--- src/rtl/loopq_pkg.sv ---
package loopq_pkg;

    // Which requests were accepted in a cycle
    typedef enum logic [1:0] {
        OP_IDLE = 2'b00,
        OP_PUSH = 2'b01,
        OP_POP  = 2'b10,
        OP_BOTH = 2'b11
    } loopq_op_e;

    // Status flags derived from the fill level
    typedef struct packed {
        logic full;
        logic empty;
        logic half;
        logic afull;
        logic aempty;
    } loopq_flags_t;

    // Threshold-based flags; full/empty are decided from pointers elsewhere
    function automatic loopq_flags_t level_flags(input int unsigned fill,
                                                 input int unsigned depth,
                                                 input int unsigned afull_lvl,
                                                 input int unsigned aempty_lvl);
        loopq_flags_t f;
        f.full   = 1'b0;
        f.empty  = 1'b0;
        f.half   = (fill >= depth / 2);
        f.afull  = (fill >= afull_lvl);
        f.aempty = (fill <= aempty_lvl);
        return f;
    endfunction

    function automatic loopq_op_e encode_op(input logic push, input logic pop);
        return loopq_op_e'({pop, push});
    endfunction

endpackage

--- src/rtl/loopq_ptr.sv ---
module loopq_ptr #(
    parameter int DEPTH = 16,
    localparam int AW   = (DEPTH > 1) ? $clog2(DEPTH) : 1
) (
    input  logic          clk,
    input  logic          rst,
    input  logic          advance,
    output logic [AW-1:0] idx,
    output logic          wrap
);
    localparam logic [AW-1:0] LAST = AW'(DEPTH - 1);

    assign wrap = advance && (idx == LAST);

    always_ff @(posedge clk) begin
        if (rst) begin
            idx <= '0;
        end else if (advance) begin
            idx <= (idx == LAST) ? '0 : idx + AW'(1);
        end
    end
endmodule

--- src/rtl/loopq_store.sv ---
module loopq_store #(
    parameter int DATA_W = 4,
    parameter int DEPTH  = 16,
    localparam int AW    = (DEPTH > 1) ? $clog2(DEPTH) : 1
) (
    input  logic              clk,
    input  logic              rst,
    input  logic              we,
    input  logic [AW-1:0]     waddr,
    input  logic [DATA_W-1:0] wdata,
    input  logic              re,
    input  logic [AW-1:0]     raddr,
    output logic [DATA_W-1:0] rdata
);
    logic [DATA_W-1:0] cells [DEPTH];

    always_ff @(posedge clk) begin
        if (we) begin
            cells[waddr] <= wdata;
        end
    end

    always_ff @(posedge clk) begin
        if (rst) begin
            rdata <= '0;
        end else if (re) begin
            rdata <= cells[raddr];
        end
    end
endmodule

--- src/rtl/loopq_status.sv ---
module loopq_status
    import loopq_pkg::*;
#(
    parameter int DEPTH      = 16,
    parameter int AFULL_LVL  = DEPTH - 2,
    parameter int AEMPTY_LVL = 2,
    localparam int AW        = (DEPTH > 1) ? $clog2(DEPTH) : 1,
    localparam int CW        = $clog2(DEPTH + 1)
) (
    input  logic [AW-1:0] head,
    input  logic [AW-1:0] tail,
    input  logic          looped,
    output loopq_flags_t  flags
);
    logic [CW-1:0] fill;
    logic          same;
    loopq_flags_t  lvl;

    always_comb begin
        same = (head == tail);
        if (looped) begin
            fill = CW'(DEPTH) - CW'(tail) + CW'(head);
        end else begin
            fill = CW'(head) - CW'(tail);
        end
        lvl = level_flags(int'(fill), DEPTH, AFULL_LVL, AEMPTY_LVL);
        flags        = lvl;
        flags.full   = same && looped;
        flags.empty  = same && !looped;
    end
endmodule

--- src/rtl/loopq_fifo.sv ---
module loopq_fifo
    import loopq_pkg::*;
#(
    parameter int DATA_W     = 4,
    parameter int DEPTH      = 16,
    parameter int AFULL_LVL  = DEPTH - 2,
    parameter int AEMPTY_LVL = 2
) (
    input  logic              clk,
    input  logic              rst,
    input  logic              wr_en,
    input  logic [DATA_W-1:0] wr_data,
    input  logic              rd_en,
    output logic [DATA_W-1:0] rd_data,
    output logic              full,
    output logic              empty,
    output logic              half_full,
    output logic              almost_full,
    output logic              almost_empty
);
    localparam int AW = (DEPTH > 1) ? $clog2(DEPTH) : 1;

    logic [AW-1:0] head, tail;
    logic          head_wrap, tail_wrap;
    logic          looped;
    loopq_flags_t  flags;
    loopq_op_e     op;
    logic          push, pop;

    // Requests are qualified by the current flags; rejected ones vanish
    assign op   = encode_op(wr_en && !flags.full, rd_en && !flags.empty);
    assign push = (op == OP_PUSH) || (op == OP_BOTH);
    assign pop  = (op == OP_POP)  || (op == OP_BOTH);

    loopq_ptr #(.DEPTH(DEPTH)) u_head (
        .clk     (clk),
        .rst     (rst),
        .advance (push),
        .idx     (head),
        .wrap    (head_wrap)
    );

    loopq_ptr #(.DEPTH(DEPTH)) u_tail (
        .clk     (clk),
        .rst     (rst),
        .advance (pop),
        .idx     (tail),
        .wrap    (tail_wrap)
    );

    // Head wrap sets, tail wrap clears; both together leave it as is
    always_ff @(posedge clk) begin
        if (rst) begin
            looped <= 1'b0;
        end else begin
            looped <= looped ^ head_wrap ^ tail_wrap;
        end
    end

    loopq_store #(.DATA_W(DATA_W), .DEPTH(DEPTH)) u_store (
        .clk   (clk),
        .rst   (rst),
        .we    (push),
        .waddr (head),
        .wdata (wr_data),
        .re    (pop),
        .raddr (tail),
        .rdata (rd_data)
    );

    loopq_status #(
        .DEPTH      (DEPTH),
        .AFULL_LVL  (AFULL_LVL),
        .AEMPTY_LVL (AEMPTY_LVL)
    ) u_status (
        .head   (head),
        .tail   (tail),
        .looped (looped),
        .flags  (flags)
    );

    assign full         = flags.full;
    assign empty        = flags.empty;
    assign half_full    = flags.half;
    assign almost_full  = flags.afull;
    assign almost_empty = flags.aempty;
endmodule

--- config.mk ---
export PLATFORM = sky130hd
export DESIGN_NAME = loopq_fifo
export DESIGN_NICKNAME = d
export VERILOG_FILES = /design/src/rtl/loopq_pkg.sv /design/src/rtl/loopq_ptr.sv /design/src/rtl/loopq_store.sv /design/src/rtl/loopq_status.sv /design/src/rtl/loopq_fifo.sv
export SDC_FILE = /design/constraint.sdc
export NUM_CORES = 1
export LEC_CHECK = 0
export BUFFER_PORTS_ARGS = -buffer_cell sky130_fd_sc_hd__buf_2
export CAP_MARGIN = 0
export CORE_ASPECT_RATIO = 1.75
export CORE_MARGIN = 1.5
export CORE_UTILIZATION = 43
export DETAILED_ROUTE_END_ITERATION = 10
export GPL_ROUTABILITY_DRIVEN = 1
export GPL_TIMING_DRIVEN = 0
export PLACE_DENSITY_LB_ADDON = 0.12
export SYNTH_ARGS = -nofsm -noshare
export SYNTH_HDL_FRONTEND = slang
export SYNTH_SLANG_ARGS = --single-unit
--- constraint.sdc ---
create_clock -name clk -period 2.7 [get_ports clk]
set_input_delay 0 -clock clk [delete_from_list [all_inputs] [get_ports clk]]
set_output_delay 0 -clock clk [all_outputs]
set_load 0.01 [all_outputs]
# Word-level counts from Yosys, hierarchy flattened
# Memories as Yosys holds them, arrays and structs flattened. A register that Yosys moved wholly into a read port is not among the register bits.
# Cells that the tools add are included.
[classes]
add_sub_neg = 5
bitwise_logic = 2
reduce_logical = 11
n_mux = 5
order_cmp = 3
eq_ne = 6
[op_table]
columns = ["operator", "n"]
rows = [
  ["greater-or-equal comparator 5 x 4 -> 1 bit, second input constant", 2],
  ["adder 4 x 1 -> 4 bit, second input constant", 2],
  ["equality test 4 bit, second input constant", 2],
  ["two-way mux 4 bit", 2],
  ["logical AND 1 bit", 6],
  ["adder 5 x 4 -> 5 bit", 1],
  ["less-or-equal comparator 5 x 2 -> 1 bit, second input constant", 1],
  ["two-way mux 5 bit", 1],
  ["subtractor 4 x 4 -> 5 bit", 1],
  ["subtractor 5 x 4 -> 5 bit, first input constant", 1],
  ["equality test 2 bit, second input constant", 2],
  ["equality test 4 bit", 1],
  ["logical NOT 1 bit", 3],
  ["equality test 2 x 1 -> 1 bit, second input constant", 1],
  ["logical OR 1 bit", 2],
  ["two-way mux 1 bit", 2],
  ["bitwise XOR 1 bit", 2],
]
[totals]
input_bits = 8
mem_count = 1
word_cells = 36
output_inout_bits = 9
mem_bits_rw = 64
regBits = 9
[memory_table]
columns = ["name", "words", "width", "rd", "rd_ports_with_merged_regs", "wr", "line_no", "text"]
rows = [
  ["u_store.cells", 16, 4, 1, 1, 1, "loopq_store.sv:15", "logic [DATA_W-1:0] cells [DEPTH];"],
]

# Logic depth before layout (Yosys ltp)
# Gate-level depths: netlist of the first run.
[logic_depth]
word_depth = 9
mapped_depth = 10

# Hierarchy
# A second synthesis of the first run with hierarchy kept.
[unflattened]
hier_cells = 250
hier_area_um2 = 3367.0
[modules_own_cells]
columns = ["module", "seq_area_each_um2", "cells_each", "area_each_um2", "instances"]
rows = [
  ["loopq_store", 2001.9, 177, 2746.4, 1],
  ["loopq_ptr", 80.1, 20, 183.9, 2],
  ["loopq_status", 0.0, 28, 193.9, 1],
  ["loopq_fifo", 20.0, 5, 58.8, 1],
]

# Worst setup path after synthesis of the first run
# OpenSTA, ideal clock, no wires.
[synth_path]
kind = "flip-flop to flip-flop"
start = "register u_tail.idx[1]"
end = "memory u_store.cells[0][0], enable pin"
arrival_ns = 2.049
n_path_buf = 4
setup_slack_ns = 0.290
synth_period_minus_slack_ns = 2.410
path_stages_with_launch = 11
t_required_ns = 2.339
cell_sequence = "dfxtp_1 buf_6 buf_12 buf_4 inv_1 ha_1 nand4_1 o21a_1 buf_2 nand2_1 nor3_1"
[synth_via]
elab_chain_len = 8
word_cells_on_any_way = 12
classes_between = "eq/ne (3); mux (2); reduce/logical (7)"
[synth_lines]
columns = ["element", "line_no", "text"]
rows = [
  ["start: declaration", "loopq_ptr.sv:8", "output logic [AW-1:0] idx,"],
  ["start signal: assignment", "loopq_ptr.sv:19", "idx <= (idx == LAST) ? '0 : idx + AW'(1);"],
  ["equality test 4 bit (*)", "loopq_status.sv:20", "same = (head == tail);"],
  ["logical AND 1 bit, on equally long branches", "loopq_status.sv:28, loopq_status.sv:29", ""],
  ["logical NOT 1 bit", "loopq_fifo.sv:31", "assign op = encode_op(wr_en && !flags.full, rd_en && !flags.empty);"],
  ["logical AND 1 bit", "loopq_fifo.sv:31", ""],
  ["equality test 2 x 1 -> 1 bit or equality test 2 bit (tied branches)", "loopq_fifo.sv:32", "assign push = (op == OP_PUSH) || (op == OP_BOTH);"],
  ["logical OR 1 bit (*)", "loopq_fifo.sv:32", ""],
  ["two-way mux 1 bit (*)", "loopq_store.sv:18", "if (we) begin"],
  ["two-way mux 1 bit (not written as such) (*)", "loopq_store.sv:19", "cells[waddr] <= wdata;"],
  ["end: declaration", "loopq_store.sv:15", ""],
]
# Every way passes the cells marked *; elsewhere a longest branch is shown, timed or not.

# Worst setup path after layout of the first run
[layout_path]
start = "register u_tail.idx[2]"
end = "memory u_store.cells[1][2], enable pin"
# The elaborated chain is that of the path after synthesis.

==> results.json, run 1 <==
{
  "status": "finished, final reports clean",
  "seq_area_frac_synth_pct": 64.3,
  "place_area_mm2": 0.00359,
  "yosysTopAreaCell": "edfxtp_1",
  "grt_pass1_vias": 2062,
  "ys_ff_latch": 77,
  "gr-total-overflow": 0,
  "relSlewSlack_pct": 51.7,
  "syn_inst": 226,
  "regArea_mm2": 0.00218,
  "cp_max_fo": 10,
  "ctsHtreeMaxLevel": 3,
  "core-area_mm2": 0.00762,
  "yosys_warnings": 0,
  "cts_root_buf": "clkbuf_16",
  "async_reset_ff_share_pct": 0,
  "initial_core_util_pct": 44.6,
  "cts_buffers": 9,
  "place_congestion": 0.778,
  "power_density_mw_per_mm2": 762,
  "worstSetupPathType": "flip-flop to flip-flop",
  "drive_gt1_share_pct": 25.1,
  "cts.sink_count": 77,
  "multi_input_area_mm2": 0.00118,
  "dp_hpwl_mm": 5.19,
  "antennaDiodeCount": 0,
  "viasPerCell": 5.60,
  "period_needed_ps": 2620,
  "synth_edf_count": 64,
  "avgRoutedWirePerCell_um": 19.9,
  "drv_cap": 0,
  "insertion_delay_ps": 330,
  "finish.instance_area_mm2": 0.00408,
  "die_h_um": 121,
  "postRouteAntennaNets": 0,
  "antenna_found_initial": 0,
  "cp-end-kind": "flip-flop",
  "nFillCells": 659,
  "vias": 1966,
  "nNetsFinal": 276,
  "syn_to_final_growth_pct": 20.3,
  "ys.flop_type": "edfxtp_1",
  "rsz0062_at_grt": "true",
  "synth_common_cells": "edfxtp_1, nor2_1, dfxtp_1, nand2_1, mux2i_1",
  "first_pass_iters": 4,
  "critPathLaunchType": "flip-flop",
  "path_clk_slew_ps": 60,
  "setup_violations": 0,
  "grt_pass1_wl_mm": 10.9,
  "drc_errors": 0,
  "hp-class": "input port to flip-flop",
  "port-buffer-count": 16,
  "pin_count": 17,
  "vdd_drop_max_uv": 498,
  "yosysTopAreaCellShare_pct": 56.6,
  "arrival_ps": 2630,
  "row_count": 42,
  "post-route-period-util_pct": 97.1,
  "power_leakage_nw": 1.37,
  "clock_skew_ps": 9.94,
  "avgSynthCellArea_um2": 15.0,
  "fin_ws_ps": 77.5,
  "synth_nets": 244,
  "drtIter0Drc": 67,
  "clock.fmax_mhz": 381,
  "synth_area_leaders": "edfxtp_1, dfxtp_1, mux4_1",
  "finalMaxSlewViolations": 0,
  "cts_tree": "built",
  "dpl_worst_slack_ps": -386,
  "tightest_slew_ps": 724,
  "synth_cell_types": 43,
  "crit_required_ps": 2710,
  "wl_mm": 6.98,
  "finalHoldViolCount": 0,
  "grt_max_degree": 20,
  "synth.most_common_cell": "edfxtp_1",
  "synth_area_mm2": 0.00340,
  "grt.total_usage_pct": 18.0,
  "clk_path_buf_depth": 2,
  "dieArea_mm2": 0.00846,
  "die_x_um": 70.2
}
-- routing by layer --
metal / track usage, % / wire (um) / vias to the layer above
met3: 3.50 / 234 / 22
met1: 19.4 / 2510 / 958
met5: 0 / 0 / -
li1: - / - / 933
met2: 32.1 / 3930 / 53
met4: 10.8 / 305 / 0
-- stage by stage --
stage	hold slack [ps]	util (%)	total power, W	setup TNS (ps)	std cells
after detailed placement	244	47.1	0.00168	-9220	330
after floorplan	72.1	-	0.00156	0	226
after CTS	56.1	52.9	0.00313	-144	349
final	67.3	53.6	0.00311	0	351
after global placement	242	47.1	0.00167	-8230	330
after global routing	71.5	53.6	0.00321	-1350	351
-- final timing paths --
| path | from | to | slack, ps | depth (start not counted) |
|---|---|---|---|---|
| worst min-delay path | wr_data[0] | u_store.cells[15][0] | 70 | 1 |
| worst max-delay path | u_tail.idx[2] | u_store.cells[1][2] | 80 | 8 |
| worst max register to register | u_tail.idx[2] | u_store.cells[1][2] | 80 | 8 |
| worst min register to register | u_store.rdata[0] | u_store.rdata[0] | 510 | 2 |
-- logic make-up after synthesis --
logic type / Yosys count / share of synthesized area, %
flops: 77 / 64.3
mux: 27 / 13.2
buf+inv: 20 / 3.32
fa+ha+maj: 10 / 3.91
compound gates: 36 / 7.52
xor+xnor: 3 / 0.774
simple gates: 53 / 7.04
-- flip-flops by register name, indices dropped and copies added (netlist names) --
signal,count
u_store.rdata,4
u_tail.idx,4
u_head.idx,4
u_store.cells,64
looped,1
-- repair_timing --
| action | 4_1_cts | 5_1_grt |
|---|---|---|
| resized for setup | 12 | 11 |
| pin swaps | 1 | 1 |
| hold buffers | 1 | 0 |
| endpoints found under the hold margin | 3 | 0 |
| setup endpoints to repair | 62 | 61 |
| setup buffers | 3 | 2 |
-- cell usage in the layout (no fill, tap or decap), types with 3 or more instances in the layout --
cell type  count
a211oi_1       9
a21oi_1        6
buf_2         17
buf_4          5
clkbuf_1       5
clkbuf_16     12
dfxtp_1       12
edfxtp_1      64
ha_1           9
inv_1         10
mux2_2         4
mux2i_1       11
mux4_1         6
mux4_2         6
nand2_1       13
nand2b_1       3
nor2_1        14
nor2_2         5
nor2_4         4
nor3_4         3
o22ai_1        4
-- cell type report --
cell class | count | area share, %
Buffer | 9 | 1.72
Clock buffer | 13 | 7.44
Timing Repair Buffer | 22 | 3.12
Multi-Input combinational cell | 129 | 29.0
Sequential cell | 77 | 53.5
Inverter | 10 | 0.919
Clock inverter | 3 | 1.69
Tap cell | 88 | 2.70
-- report_power, final --
part / total, W / internal [W] / switching, W
combinational: 0.000342 / 0.000156 / 0.000186
sequential: 0.00134 / 0.00131 / 0.0000220
clock: 0.00144 / 0.000980 / 0.000456
-- worst max-delay path, cell delays in order (launching register included) --
cell and delay, ps:
dfxtp_1 460, clkbuf_4 290, inv_1 110, ha_1 370, nand4_1 150, o21a_1 120, buf_2 200, nand2_1 290
nor3_4 310
(Power assumes the default switching activity.)
==> run 2, diff against run 1 <==
Settings changed: SYNTH_HIERARCHICAL set to 1.
==> run 2 against run 1 <==
Die area is 0.82% lower; global-route usage is 1.2 points lower; setup slack better by 21 ps; largest power group is now registers; final area is 5.2% lower; register-to-register slack better by 20 ps; non-clock buffer count is 7 lower.
==> results.json, run 2 <==
{
  "status": "finished, final reports clean",
  "post-route-period-util_pct": 96.3,
  "viasPerCell": 5.33,
  "path_clk_slew_ps": 50,
  "postRouteAntennaNets": 0,
  "tightest_slew_ps": 631,
  "period_needed_ps": 2600,
  "synth_common_cells": "edfxtp_1, mux2i_1, nor2_1",
  "synth_nets": 265,
  "crit_required_ps": 2690,
  "synth_area_mm2": 0.00337,
  "mostFrequentLayoutCells": "edfxtp_1, mux2i_1, nor2_1, nand2_1, buf_2",
  "power_density_mw_per_mm2": 690,
  "worst_hold_slack_ps": 71.6,
  "initial_core_util_pct": 44.5,
  "switching_power_w": 0.000564,
  "worstPathCellList": "inv_1, ha_1, nand4_1, nor2_1, nor2b_4, or3b_2, nor2_1",
  "vdd_drop_max_uv": 327,
  "reg2reg_slack_ps": 100,
  "gr-total-overflow": 0,
  "power_leakage_nw": 1.28,
  "grt_max_degree": 17,
  "first_pass_iters": 4,
  "critPathLaunchType": "flip-flop",
  "syn_to_final_growth_pct": 15.0,
  "port-buffer-count": 16,
  "ys.flop_type": "edfxtp_1",
  "yosysTopAreaCellShare_pct": 57.1,
  "regMostFlops": "u_store/cells",
  "antenna_found_initial": 0,
  "clock.fmax_mhz": 384,
  "cp_max_fo": 11,
  "drive_gt1_share_pct": 15.2,
  "synth.most_common_cell": "edfxtp_1",
  "postCtsSetupBuffers": 0,
  "dieArea_mm2": 0.00839,
  "cts_tree": "built",
  "grt_pass1_vias": 1959,
  "clock_skew_ps": 5.51,
  "antennaDiodeCount": 0,
  "hp-class": "input port to flip-flop",
  "synth_cell_types": 34,
  "ys_ff_latch": 77,
  "final_common_cell": "edfxtp_1",
  "fin_cells": 371,
  "arrival_ps": 2590,
  "grt_pass1_wl_mm": 10.1,
  "p_seq_share_pct": 49.9,
  "grt.total_usage_pct": 16.8,
  "drv_cap": 0,
  "drtIter0Drc": 110,
  "row_count": 42,
  "avgRoutedWirePerCell_um": 17.8,
  "vias": 1979,
  "pin_count": 17,
  "largest_register_ffs": 64,
  "crit_top_cell": "nor2_1",
  "cpMaxStageDelayCell": "or3b_2",
  "dp.cells": 354,
  "cts_buffers": 9,
  "worstSetupPathType": "flip-flop to flip-flop",
  "cts_root_buf": "clkbuf_16",
  "place_congestion": 0.766,
  "syn_inst": 250,
  "avgSynthCellArea_um2": 13.5,
  "async_reset_ff_share_pct": 0,
  "drc_errors": 0,
  "yosysTopAreaCell": "edfxtp_1",
  "finalMaxSlewViolations": 0,
  "rsz0062_at_grt": "true",
  "min-delay-start": "wr_data[3]",
  "comb_power_share_pct": 8.3,
  "synth_area_leaders": "edfxtp_1, mux2i_1, dfxtp_1",
  "r2r-start": "u_tail/idx[3]",
  "insertion_delay_ps": 330,
  "wl_mm": 6.59,
  "clk_path_buf_depth": 2,
  "critPathMaxStageDelay_ps": 550,
  "crit_start": "u_tail/idx[3]",
  "die_x_um": 69.9,
  "dp_hpwl_mm": 4.77,
  "seq_area_frac_synth_pct": 64.8,
  "finalHoldViolCount": 0,
  "ctsHtreeMaxLevel": 3,
  "die_h_um": 120,
  "power_frac_clock_pct": 41.8,
  "swShare_pct": 21.1,
  "p_int_w": 0.00211,
  "nFillCells": 658,
  "nNetsFinal": 293,
  "cp-end-kind": "flip-flop",
  "cts.sink_count": 77,
  "yosys_warnings": 6,
  "relSlewSlack_pct": 57.8,
  "synth_edf_count": 64,
  "core-area_mm2": 0.00757,
  "setup_violations": 0
}
## run 2: final cells by class
type	instances	area [um^2]	share of cell area (%)
Clock buffer	13	240	6.21
Tap cell	88	110	2.84
Timing Repair Buffer	17	90.1	2.33
Multi-Input combinational cell	159	1120	28.8
Clock inverter	3	38.8	1.00
Sequential cell	77	2180	56.4
Buffer	7	65.1	1.68
Inverter	7	26.3	0.679
## run 2: per-stage QoR
stage	util [%]	total power (W)	setup slack (ps)	cell area, um^2	TNS [ps]
after floorplan	-	0.00148	33.2	3370	0
after global placement	47.0	0.00157	-387	3560	-9100
after detailed placement	47.0	0.00158	-419	3560	-11400
after CTS	51.1	0.00270	47.2	3860	0
after global routing	51.2	0.00276	-77.1	3870	-704
final	51.2	0.00267	98.9	3870	0
## run 2: cell families (layout without fill, tap and decap cells)
| kind of cell | after synthesis | count (layout) | share of synthesized area [%] |
|---|---|---|---|
| xor+xnor | 6 | 6 | 1.97 |
| buf+inv | 14 | 47 | 2.71 |
| flops | 77 | 77 | 64.8 |
| fa+ha+maj | 7 | 7 | 2.82 |
| compound gates | 24 | 24 | 4.68 |
| mux | 34 | 34 | 10.1 |
| simple gates | 88 | 88 | 12.9 |
## run 2: per-layer routing
layer,global-route usage (%),vias up,part of all wire (%)
met1,17.1,958,38
met5,0,-,0
li1,-,982,-
met3,3.36,8,2.2
met4,8.65,0,1.8
met2,31.6,31,58
## run 2: worst max-delay path: cells and delay by family, from the launching register on
family,cells,cell delay [ps]
fa+ha+maj,1,340
flops,1,510
buf+inv,1,80
simple gates,5,1340
## run 2: path summary, 6_finish.rpt
check | end | cells past startpoint
setup / recovery | u_store/cells[3][0] | 7
hold / removal | u_store/cells[1][3] | 1
setup reg to reg | u_store/cells[3][0] | 7
hold reg to reg | u_store/rdata[3] | 2
## run 2: timing repair
action                     CTS  global route
hold endpoints to repair     2             0
setup endpoints to repair   64            20
hold buffers                 1             0
gates resized for setup      6             2
## run 2: power groups by stage
stage	clock network, W	registers, W	logic, W
3_5_place_dp	0	0.00136	0.000219
5_1_grt	0.00118	0.00134	0.000242
6_report	0.00112	0.00133	0.000221
2_1_floorplan	0	0.00135	0.000130
4_1_cts	0.00114	0.00133	0.000223
3_3_place_gp	0	0.00136	0.000214
==> run 3, diff against run 2 <==
Settings changed: BUFFER_PORTS_ARGS -buffer_cell sky130_fd_sc_hd__buf_2 to -buffer_cell sky130_fd_sc_hd__buf_4.
==> run 3 against run 2 <==
Largest cell class unchanged; utilization increased by 1.2 points; maximum frequency increased by 4.2%; critical path depth decreased by 1; the flow now finishes with violations (hold timing); highest routed layer unchanged; largest power group unchanged; critical endpoint is now u_store/cells[1][1]; worst hold slack got worse by 76 ps.
==> results.json, run 3 (synthesized netlist as in run 2, its figures left out) <==
{
  "row_count": 42,
  "dp_hpwl_mm": 4.75,
  "drive_gt1_share_pct": 16.2,
  "reg2reg_slack_ps": 200,
  "syn_to_final_growth_pct": 17.7,
  "postCtsSetupBuffers": 0,
  "dieArea_mm2": 0.00839,
  "swShare_pct": 21.1,
  "period_needed_ps": 2500,
  "avgRoutedWirePerCell_um": 17.9,
  "multi_input_area_mm2": 0.00112,
  "cp-end-kind": "flip-flop",
  "core-area_mm2": 0.00757,
  "clock_skew_ps": 5.20,
  "tns_ps": 0,
  "cpMaxStageDelayCell": "or3b_2",
  "place_congestion": 0.808,
  "grt_use_met1_pct": 18.9,
  "crit_end": "u_store/cells[1][1]",
  "grt_max_degree": 17,
  "setup_violations": 0,
  "cts_buffers": 9,
  "vias": 2012,
  "power_frac_clock_pct": 43.8,
  "final_common_cell": "edfxtp_1",
  "cts_root_buf": "clkbuf_16",
  "crit_start": "u_head/idx[2]",
  "post-route-period-util_pct": 92.5,
  "arrival_ps": 2510,
  "relSlewSlack_pct": 55.6,
  "largest_register_ffs": 64,
  "regArea_mm2": 0.00219,
  "power_density_mw_per_mm2": 706,
  "status": "complete, but fails checks",
  "critPathMaxStageDelay_ps": 580,
  "antennaDiodeCount": 0,
  "cts_tree": "built",
  "critPathLaunchType": "flip-flop",
  "cts.sink_count": 77,
  "comb_power_share_pct": 8.5,
  "use_met3_pct": 4.37,
  "pin_count": 17,
  "wl_mm": 6.67,
  "drtIter0Drc": 156,
  "die_h_um": 120,
  "regMostFlops": "u_store/cells",
  "grt_pass1_vias": 1927,
  "p_int_w": 0.00221,
  "rsz0062_at_grt": "false",
  "worst_hold_slack_ps": -4.49,
  "met2_usage_pct": 31.7,
  "fin_ws_ps": 204,
  "grt.total_usage_pct": 17.4,
  "mostFrequentLayoutCells": "edfxtp_1, mux2i_1, nand2_1",
  "path_clk_slew_ps": 50,
  "gr-total-overflow": 0,
  "clk_path_buf_depth": 2,
  "violations": "hold timing",
  "vdd_drop_max_uv": 438,
  "viasPerCell": 5.41,
  "grt_pass1_wl_mm": 10.5,
  "power_leakage_nw": 1.30,
  "antenna_found_initial": 0,
  "grt_most_used_layer": "met2",
  "die_x_um": 69.9,
  "hp-class": "input port to flip-flop",
  "port-buffer-count": 16,
  "finalMaxSlewViolations": 0,
  "first_pass_iters": 4,
  "cp_max_fo": 11,
  "drv_cap": 0,
  "finalHoldViolCount": 8,
  "insertion_delay_ps": 340,
  "p_seq_share_pct": 47.6,
  "drc_errors": 0,
  "ctsHtreeMaxLevel": 3,
  "crit_required_ps": 2710,
  "worstPathCellList": "ha_1, nand4_1, nor2_1, nor2b_4, or3b_2, nor2_2",
  "switching_power_w": 0.000591,
  "r2r-start": "u_head/idx[2]",
  "clock.fmax_mhz": 401,
  "initial_core_util_pct": 44.5,
  "postRouteAntennaNets": 0,
  "r2r_cells": 6,
  "dpl_worst_slack_ps": -484,
  "nNetsFinal": 295,
  "worstSetupPathType": "flip-flop to flip-flop",
  "nFillCells": 665,
  "tightest_slew_ps": 661,
  "r2r-end": "u_store/cells[1][1]"
}
[run 3: changes by cell type in the layout (fill, tap and decap cells not counted), moves of 2 or more]
cell           delta
clkbuf_1          -4
nor2_2            +2
buf_4            +16
nor2_1            -2
dlygate4sd3_1     +2
buf_2            -16
dfxtp_2           +2
dfxtp_1           -2
nor3_2            -2
clkinv_1          +2
[run 3: worst min path at each step]
| stage | startpoint | to | slack (ps) | depth (start not counted) |
|---|---|---|---|---|
| after floorplan | rst | u_head/idx[0] | 70 | 1 |
| after global placement | rst | u_head/idx[0] | 280 | 2 |
| after detailed placement | rst | u_head/idx[0] | 290 | 2 |
| after CTS | wr_data[1] | u_store/cells[2][1] | 3 | 1 |
| after global routing | wr_data[1] | u_store/cells[4][1] | 20 | 1 |
| final | wr_data[1] | u_store/cells[7][1] | -4 | 1 |
[run 3: power groups by stage]
stage,sequential [W],clock (W),combinational [W]
5_1_grt,0.00134,0.00130,0.000263
2_1_floorplan,0.00135,0,0.000130
3_5_place_dp,0.00136,0,0.000233
4_1_cts,0.00133,0.00124,0.000240
3_3_place_gp,0.00136,0,0.000230
6_report,0.00133,0.00123,0.000239
[run 3: worst max-delay path: cells and delay by family (launching register included)]
kind / cells / cell delay (ps)
AND/OR/NAND/NOR: 5 / 1320
flip-flops: 1 / 510
adder cells (fa/ha/maj): 1 / 350
[run 3: area by class of cell]
type | count | area share (%)
Clock inverter | 6 | 1.99
Inverter | 7 | 0.663
Buffer | 7 | 1.64
Timing Repair Buffer | 19 | 3.79
Sequential cell | 77 | 55.2
Tap cell | 88 | 2.78
Clock buffer | 9 | 5.68
Multi-Input combinational cell | 159 | 28.3
[run 3: repair_timing]
| item | 4_1_cts | 5_1_grt |
|---|---|---|
| cloned | 0 | 0 |
| hold buffers | 3 | 0 |
| pin swaps | 0 | 0 |
| endpoints found under the hold margin | 31 | 0 |
| setup endpoints to repair | 64 | 33 |
| gates resized for setup | 6 | 5 |
[run 3: per-stage QoR]
step                cell area [um^2]  power (W)  std cells  util, %
finish                          3960    0.00280        372     52.4
global route                    3960    0.00290        372     52.4
CTS                             3950    0.00281        372     52.2
detailed placement              3600    0.00159        354     47.5
global placement                3600    0.00159        354     47.5
floorplan                       3370    0.00148        250        -
[run 3: per-layer routing]
layer | vias to the layer above | wire length (um)
met3 | 10 | 212
met4 | 0 | 107
met2 | 38 | 3830
met1 | 979 | 2520
li1 | 985 | -
met5 | - | 0
